File: src/rtl/kbc_pkg.sv
package kbc_pkg;
  localparam int unsigned BYTE_W = 8;

  // host port select
  typedef enum logic [1:0] {
    PORT_DATA = 2'd0,
    PORT_CTRL = 2'd1,
    PORT_SYS  = 2'd2,
    PORT_NONE = 2'd3
  } port_e;

  // pending second-byte routing
  typedef enum logic [2:0] {
    ARM_NONE   = 3'd0,
    ARM_MODE   = 3'd1,
    ARM_SYSCTL = 3'd2,
    ARM_KBUF   = 3'd3,
    ARM_ABUF   = 3'd4,
    ARM_AUXDEV = 3'd5
  } arm_e;

  // source of a controller reply byte
  typedef enum logic [1:0] {
    RSP_MODE   = 2'd0,
    RSP_ZERO   = 2'd1,
    RSP_PASS   = 2'd2,
    RSP_SYSCTL = 2'd3
  } rsp_e;

  typedef struct packed {
    logic       known;
    logic       arm_en;
    arm_e       arm;
    logic       rsp_en;
    rsp_e       rsp;
    logic       mode_set;
    logic       mode_clr;
    logic [2:0] mode_bit;
    logic       selftest;
    logic       a20_set;
    logic       a20_clr;
    logic       sys_rst;
  } cmd_act_t;

  // mode bit positions
  localparam int unsigned MODE_KIRQ  = 0;
  localparam int unsigned MODE_AIRQ  = 1;
  localparam int unsigned MODE_KDIS  = 4;
  localparam int unsigned MODE_ADIS  = 5;
  localparam int unsigned MODE_XLATE = 6;

  localparam logic [BYTE_W-1:0] MODE_RST  = 8'h03;
  localparam logic [3:0]        SYSLO_RST = 4'h3;
  localparam logic [1:0]        SYSHI_RST = 2'h0;
  localparam logic [BYTE_W-1:0] SELFTEST_PASS = 8'h55;
endpackage

File: src/rtl/kbc_cmd_decode.sv
module kbc_cmd_decode
  import kbc_pkg::*;
(
  input  logic [BYTE_W-1:0] cmd,
  output cmd_act_t          act
);
  always_comb begin
    act = '0;
    act.known = 1'b1;
    case (cmd)
      8'h20: begin act.rsp_en = 1'b1; act.rsp = RSP_MODE; end
      8'h60: begin act.arm_en = 1'b1; act.arm = ARM_MODE; end
      8'hD1: begin act.arm_en = 1'b1; act.arm = ARM_SYSCTL; end
      8'hD2: begin act.arm_en = 1'b1; act.arm = ARM_KBUF; end
      8'hD3: begin act.arm_en = 1'b1; act.arm = ARM_ABUF; end
      8'hD4: begin act.arm_en = 1'b1; act.arm = ARM_AUXDEV; end
      8'hA7: begin act.mode_set = 1'b1; act.mode_bit = 3'(MODE_ADIS); end
      8'hA8: begin act.mode_clr = 1'b1; act.mode_bit = 3'(MODE_ADIS); end
      8'hAD: begin act.mode_set = 1'b1; act.mode_bit = 3'(MODE_KDIS); end
      8'hAE: begin act.mode_clr = 1'b1; act.mode_bit = 3'(MODE_KDIS); end
      8'hA9, 8'hAB, 8'hC0: begin act.rsp_en = 1'b1; act.rsp = RSP_ZERO; end
      8'hAA: begin act.selftest = 1'b1; act.rsp_en = 1'b1; act.rsp = RSP_PASS; end
      8'hD0: begin act.rsp_en = 1'b1; act.rsp = RSP_SYSCTL; end
      8'hDF: act.a20_set = 1'b1;
      8'hDD: act.a20_clr = 1'b1;
      8'hFE: act.sys_rst = 1'b1;
      default: act.known = 1'b0;
    endcase
  end
endmodule

File: src/rtl/kbc_out_slot.sv
module kbc_out_slot #(
  parameter int unsigned W = 8
) (
  input  logic         clk,
  input  logic         rst_n,
  input  logic         load,
  input  logic [W-1:0] load_data,
  output logic         out_valid,
  output logic [W-1:0] out_data,
  input  logic         out_ready
);
  logic         valid_q, valid_d;
  logic [W-1:0] data_q, data_d;
  logic         take;

  always_comb begin
    take    = load && (!valid_q || out_ready);
    valid_d = valid_q;
    data_d  = data_q;
    if (take) begin
      valid_d = 1'b1;
      data_d  = load_data;
    end else if (out_ready) begin
      valid_d = 1'b0;
    end
  end

  always_ff @(posedge clk or negedge rst_n) begin
    if (!rst_n) begin
      valid_q <= 1'b0;
      data_q  <= '0;
    end else begin
      valid_q <= valid_d;
      if (take) data_q <= data_d;
    end
  end

  assign out_valid = valid_q;
  assign out_data  = data_q;
endmodule

File: src/rtl/kbc_flags.sv
module kbc_flags (
  input  logic clk,
  input  logic rst_n,
  input  logic kin_valid,
  input  logic ain_valid,
  input  logic kirq_en,
  input  logic airq_en,
  input  logic kbd_dis,
  output logic obf,
  output logic aux_obf,
  output logic irq_kbd,
  output logic irq_aux
);
  logic obf_d, aobf_d, ik_d, ia_d;
  logic obf_q, aobf_q, ik_q, ia_q;

  always_comb begin
    obf_d  = kin_valid || ain_valid;
    aobf_d = !kin_valid && ain_valid;
    ik_d   = kin_valid && kirq_en && !kbd_dis;
    ia_d   = aobf_d && airq_en;
  end

  always_ff @(posedge clk or negedge rst_n) begin
    if (!rst_n) begin
      obf_q  <= 1'b0;
      aobf_q <= 1'b0;
      ik_q   <= 1'b0;
      ia_q   <= 1'b0;
    end else begin
      obf_q  <= obf_d;
      aobf_q <= aobf_d;
      ik_q   <= ik_d;
      ia_q   <= ia_d;
    end
  end

  assign obf     = obf_q;
  assign aux_obf = aobf_q;
  assign irq_kbd = ik_q;
  assign irq_aux = ia_q;
endmodule

File: src/rtl/kbc_host_if.sv
module kbc_host_if
  import kbc_pkg::*;
(
  input  logic              clk,
  input  logic              rst_n,
  input  logic [1:0]        host_sel,
  input  logic              host_wr,
  input  logic              host_rd,
  input  logic [BYTE_W-1:0] host_wdata,
  output logic [BYTE_W-1:0] host_rdata,
  input  logic              kin_valid,
  input  logic [BYTE_W-1:0] kin_data,
  output logic              kin_ready,
  input  logic              ain_valid,
  input  logic [BYTE_W-1:0] ain_data,
  output logic              ain_ready,
  output logic              kout_valid,
  output logic [BYTE_W-1:0] kout_data,
  input  logic              kout_ready,
  output logic              aout_valid,
  output logic [BYTE_W-1:0] aout_data,
  input  logic              aout_ready,
  output logic              kbd_xlate,
  output logic              irq_kbd,
  output logic              irq_aux,
  output logic              a20_gate,
  output logic              sys_rst_req
);
  logic [BYTE_W-1:0] mode_q, mode_d;
  logic              st_q, st_d;
  logic [3:0]        slo_q, slo_d;
  logic [1:0]        shi_q, shi_d;
  arm_e              pend_q, pend_d;
  logic              rreq_q, rreq_d;

  logic              obf, aux_obf;
  logic [BYTE_W-1:0] sys_view, stat_view;
  logic              wr_data, wr_ctrl, wr_sys, rd_data, aux_only;
  logic              kload, aload;
  logic [BYTE_W-1:0] kbyte;
  cmd_act_t          act;

  kbc_cmd_decode u_dec (.cmd(host_wdata), .act(act));

  assign wr_data  = host_wr && (port_e'(host_sel) == PORT_DATA);
  assign wr_ctrl  = host_wr && (port_e'(host_sel) == PORT_CTRL);
  assign wr_sys   = host_wr && (port_e'(host_sel) == PORT_SYS);
  assign rd_data  = host_rd && (port_e'(host_sel) == PORT_DATA);
  assign aux_only = ain_valid && !kin_valid;

  assign sys_view  = {shi_q, aux_obf, obf, slo_q};
  assign stat_view = {2'b00, aux_obf, 1'b1, 1'b1, st_q, 1'b0, obf};

  // next state
  always_comb begin
    mode_d = mode_q;
    st_d   = st_q;
    slo_d  = slo_q;
    shi_d  = shi_q;
    pend_d = pend_q;
    rreq_d = 1'b0;
    kload  = 1'b0;
    aload  = 1'b0;
    kbyte  = host_wdata;

    if (wr_ctrl && act.known) begin
      if (act.arm_en)   pend_d = act.arm;
      if (act.mode_set) mode_d[act.mode_bit] = 1'b1;
      if (act.mode_clr) mode_d[act.mode_bit] = 1'b0;
      if (act.selftest) st_d = 1'b1;
      if (act.a20_set)  slo_d[1] = 1'b1;
      if (act.a20_clr)  slo_d[1] = 1'b0;
      if (act.sys_rst)  rreq_d = 1'b1;
      if (act.rsp_en) begin
        kload = 1'b1;
        case (act.rsp)
          RSP_MODE:   kbyte = mode_q;
          RSP_ZERO:   kbyte = '0;
          RSP_PASS:   kbyte = SELFTEST_PASS;
          RSP_SYSCTL: kbyte = sys_view;
          default:    kbyte = '0;
        endcase
      end
    end

    if (wr_data) begin
      pend_d = ARM_NONE;
      case (pend_q)
        ARM_MODE:   mode_d = host_wdata;
        ARM_SYSCTL: begin
          slo_d  = host_wdata[3:0];
          shi_d  = host_wdata[7:6];
          rreq_d = !host_wdata[0];
        end
        ARM_ABUF, ARM_AUXDEV: aload = 1'b1;
        default:    kload = 1'b1;
      endcase
    end

    if (wr_sys) begin
      slo_d  = host_wdata[3:0];
      shi_d  = host_wdata[7:6];
      rreq_d = !host_wdata[0];
    end
  end

  // registers
  always_ff @(posedge clk or negedge rst_n) begin
    if (!rst_n) begin
      mode_q <= MODE_RST;
      st_q   <= 1'b0;
      slo_q  <= SYSLO_RST;
      shi_q  <= SYSHI_RST;
      pend_q <= ARM_NONE;
      rreq_q <= 1'b0;
    end else begin
      mode_q <= mode_d;
      st_q   <= st_d;
      slo_q  <= slo_d;
      shi_q  <= shi_d;
      pend_q <= pend_d;
      rreq_q <= rreq_d;
    end
  end

  kbc_flags u_flags (
    .clk(clk), .rst_n(rst_n),
    .kin_valid(kin_valid), .ain_valid(ain_valid),
    .kirq_en(mode_q[MODE_KIRQ]), .airq_en(mode_q[MODE_AIRQ]),
    .kbd_dis(mode_q[MODE_KDIS]),
    .obf(obf), .aux_obf(aux_obf),
    .irq_kbd(irq_kbd), .irq_aux(irq_aux)
  );

  kbc_out_slot #(.W(BYTE_W)) u_kslot (
    .clk(clk), .rst_n(rst_n), .load(kload), .load_data(kbyte),
    .out_valid(kout_valid), .out_data(kout_data), .out_ready(kout_ready)
  );

  kbc_out_slot #(.W(BYTE_W)) u_aslot (
    .clk(clk), .rst_n(rst_n), .load(aload), .load_data(host_wdata),
    .out_valid(aout_valid), .out_data(aout_data), .out_ready(aout_ready)
  );

  // host read path
  always_comb begin
    case (port_e'(host_sel))
      PORT_DATA: host_rdata = aux_only ? ain_data : kin_data;
      PORT_CTRL: host_rdata = stat_view;
      PORT_SYS:  host_rdata = sys_view;
      default:   host_rdata = '0;
    endcase
  end

  assign kin_ready   = rd_data && kin_valid;
  assign ain_ready   = rd_data && aux_only;
  assign kbd_xlate   = mode_q[MODE_XLATE];
  assign a20_gate    = slo_q[1];
  assign sys_rst_req = rreq_q;
endmodule

File: config.mk
export PLATFORM = sky130hd
export DESIGN_NAME = kbc_host_if
export DESIGN_NICKNAME = d
export VERILOG_FILES = /design/src/rtl/kbc_pkg.sv /design/src/rtl/kbc_cmd_decode.sv /design/src/rtl/kbc_out_slot.sv /design/src/rtl/kbc_flags.sv /design/src/rtl/kbc_host_if.sv
export SDC_FILE = /design/constraint.sdc
export NUM_CORES = 1
export LEC_CHECK = 0
export BUFFER_PORTS_ARGS = -buffer_cell sky130_fd_sc_hd__clkbuf_2
export CORE_MARGIN = 2
export CORE_UTILIZATION = 30
export DETAILED_ROUTE_END_ITERATION = 6
export PLACE_DENSITY_LB_ADDON = 0.15
export RECOVER_POWER = 100
export SYNTH_ARGS = -nofsm -noshare
export SYNTH_HDL_FRONTEND = slang
export SYNTH_SLANG_ARGS = --single-unit
File: constraint.sdc
create_clock -name clk -period 2.6 [get_ports clk]
set_clock_uncertainty 0.05 [all_clocks]
set_input_delay 0.26 -clock clk [delete_from_list [all_inputs] [get_ports clk]]
set_output_delay 0.26 -clock clk [all_outputs]
set_load 0.03 [all_outputs]
==> results.md <==
* Status: finished with violations
* Failing checks: capacitance limit, slew limit
* Compound-cell area share of the yosys netlist at 0.188
* Placer's final routability congestion estimate at 0.908
* Final hold slack at 111 ps
* Crit path max-delay cell type: a32oi_1
* Clock period minus worst slack at 2110 ps
* Synth area leader: dfrtp_1
* Fmax at 0.474 GHz
* Via/cell ratio at 5.09
* CP most frequent cell: clkbuf_1
* Global Route Usage Sum at 0.164
* Post-synthesis xor/xnor area fraction at 0
* Most frequent cells in the layout: 37 x clkbuf_1, 37 x dfrtp_1, 33 x clkbuf_2
* CP top delay family: compound AO/OA/AOI/OAI gates
* Via Count at 2,035
* Placed Instance Area at 2720 µm²
* Worst path buffer plus inverter count at 2
* Mux share of post-synthesis cell area at 0.104
* Initial Utilization at 0.313
* Maxcap violations at 1
* Die W at 91.7 µm
* Pleak at 1.21 nW
* RSZ-0062 raised after global routing: false
* Top cells by area, synth: dfrtp_1 40%, mux2_2 6.3%, dfstp_2 4.6%
* CTS tree: done
* Clock sinks at 41
* Critical Path RT at 2780 ps
* Clock slew at reported path FFs at 90 ps
* Max IR drop VDD at 0.000218 V
* Worst-margin pin slew at 1650 ps
* Syn-to-layout area delta at 19.2%
* Fin crit share at 0.812
* Layout Nets at 334
* Cells after Synth at 236
* Element type at the critical path end: register
* Largest net degree at the start of global routing at 31
* Adder-Cell Fraction of Synth Area at 0
* Slew Viols, Final at 31
* Setup ws final at 489 ps
* IO Port Bufs at 66
* First-pass iteration count of the detailed router at 4
* R2r endpoint: u_kslot.out_data[5]$_DFFE_PN0P_
* Row Count at 31
* CP Depth at 7
* FF+latch count, synth at 41
* Crit path cell chain: clkbuf_1, clkbuf_1, or2_2, a32oi_1, nand2_1, a31oi_1, o22a_1
* Worst-path maximum fanout at 16
* Dpl ws at 528 ps
* Die area at 8420 µm²
* CTS Hold Buffers Added at 0
* Post-detailed-routing wire length at 6650 µm
* Layout cell share with drive strength beyond 1 at 0.223
* Dpl hpwl at 5020 µm
* CORE AREA at 7370 µm²
* Unique masters post-synth at 55
* Async S/R FF share, synth at 1.00
* I/O pins at 67
* R2R Path Start: pend_q[2]$_DFFE_PN0P_
* Worst min path class: in -> reg
* Worst Setup EP: u_kslot.out_data[0]$_DFFE_PN0P_
* Initial DRC count at 128
* Syn_nets at 270
* Worst skew pair latency at 300 ps
* Slew headroom at -0.100
* Synth top area share at 0.401
* Main combinational cell family by area after synthesis: simple AND/OR/NAND/NOR gates
* Number of global-route vias before repair at 2,095
* Antenna Nets Post-Route at 0
* Setup-failing EPs final at 0
* Post_cts resized at 0
* R2r setup slk at 690 ps
* Residual DRC count at 0
* Final Hold Vio Count at 0
* Simple-Gate Fraction of Synth Area at 0.218
* Top_reg_cell synth: dfrtp_1
* Delay of the slowest critical-path stage at 620 ps
* CP Launch Point: host_wdata[0]
* CTS root buf: clkbuf_8
* Total CTS buffers at 5
* Arr. time, crit path at 2290 ps
* Worst Setup Start Kind: input port
* Initial antenna violation count at 0
* Path type of the worst setup path: in -> reg
* Syn_area_per_cell at 9.79 µm²
* H-Tree Depth at 2
* Total congestion overflow at 0
* Post-synthesis cell area at 2310 µm²
* Post-synth EDFFs at 0
* Reg2Reg Depth at 4
* Clock Path Buffers at 2
* Seq/Total Area, Yosys at 0.446
* Pwr per Cell Area at 552 nW/µm²
* Util after Layout at 0.374
* Routed length per instance at 16.6 µm
* Die Ht at 91.7 µm
* TNS Setup at 0 ps
* Antenna fix cells at 0
* Postcts setup bufs at 0
* Yosys Warn Count at 0
* First-pass GRT wire length at 11,000 µm
* Design Area, Final at 2750 µm²
layer usage:
layer  global-route usage  part of all wire  vias to the layer above
li1                     -                 -                      993
met1                0.227              0.47                      988
met2                0.264              0.47                       48
met3               0.0378             0.049                        6
met4               0.0348            0.0095                        0
met5                    0                 0                        -
metrics by stage:
step | instances | power (W)
global route | 400 | 0.00160
CTS | 400 | 0.00155
detailed placement | 392 | 0.00111
finish | 400 | 0.00152
global placement | 392 | 0.00111
floorplan | 236 | 0.000968
logic make-up after synthesis:
logic type	count (synthesis)
AND/OR/NAND/NOR	90
AO/OA/AOI/OAI	65
flip-flops	41
multiplexers	22
buffers and inverters	18
layout make-up:
type	instances	area, µm²
fill	798	4620
multi-input combinational	177	1170
sequential	41	1030
timing repair buffer	73	327
tap	99	124
clock buffer	6	82.6
clock inverter	2	13.8
inverter	2	7.51
worst reg2reg max path: cells and delay by family (launching register included):
kind | cells | cell delay, ps
DFF | 1 | 450
AOI/OAI and AO/OA | 3 | 880
and+or+nand+nor | 1 | 420
worst min path at each step:
stage               startpoint                         to  slack, ps  depth (start not counted)
floorplan                rst_n      mode_q[2]$_DFFE_PN0P_        -90                          0
global placement         rst_n  u_flags.irq_aux$_DFF_PN0_        320                          1
detailed placement       rst_n  u_flags.irq_aux$_DFF_PN0_        330                          1
CTS                      rst_n       slo_q[2]$_DFFE_PN0P_          5                          1
global route         ain_valid      u_flags.obf$_DFF_PN0_        110                          2
finish               ain_valid      u_flags.obf$_DFF_PN0_        110                          2
flip-flops by register name, summed over array words and instances, names as in the netlist:
name and cells:
sys_rst_req 1, u_flags.obf 1, u_kslot.out_data 8, u_aslot.out_valid 1
u_flags.irq_kbd 1, slo_q 4, pend_q 3, st_q 1
u_aslot.out_data 8, shi_q 2, u_kslot.out_valid 1, u_flags.aux_obf 1
u_flags.irq_aux 1, mode_q 8
synth_stat cells, types with 5 or more instances:
library cell,count
and3_1,5
dfrtp_1,37
mux2_2,13
mux2i_1,6
nor2b_1,8
a21oi_1,14
o22ai_1,5
clkbuf_1,6
o21ai_0,14
nor2_1,17
nor3_1,5
nand2_1,23
report_power, final:
part / total (W) / switching (W) / internal [W]
logic: 0.000331 / 0.000218 / 0.000112
registers: 0.000745 / 0.0000462 / 0.000699
clock network: 0.000444 / 0.000228 / 0.000215
total: 0.00152 / 0.000493 / 0.00103
No activity file was read; power rests on OpenSTA's default activity.
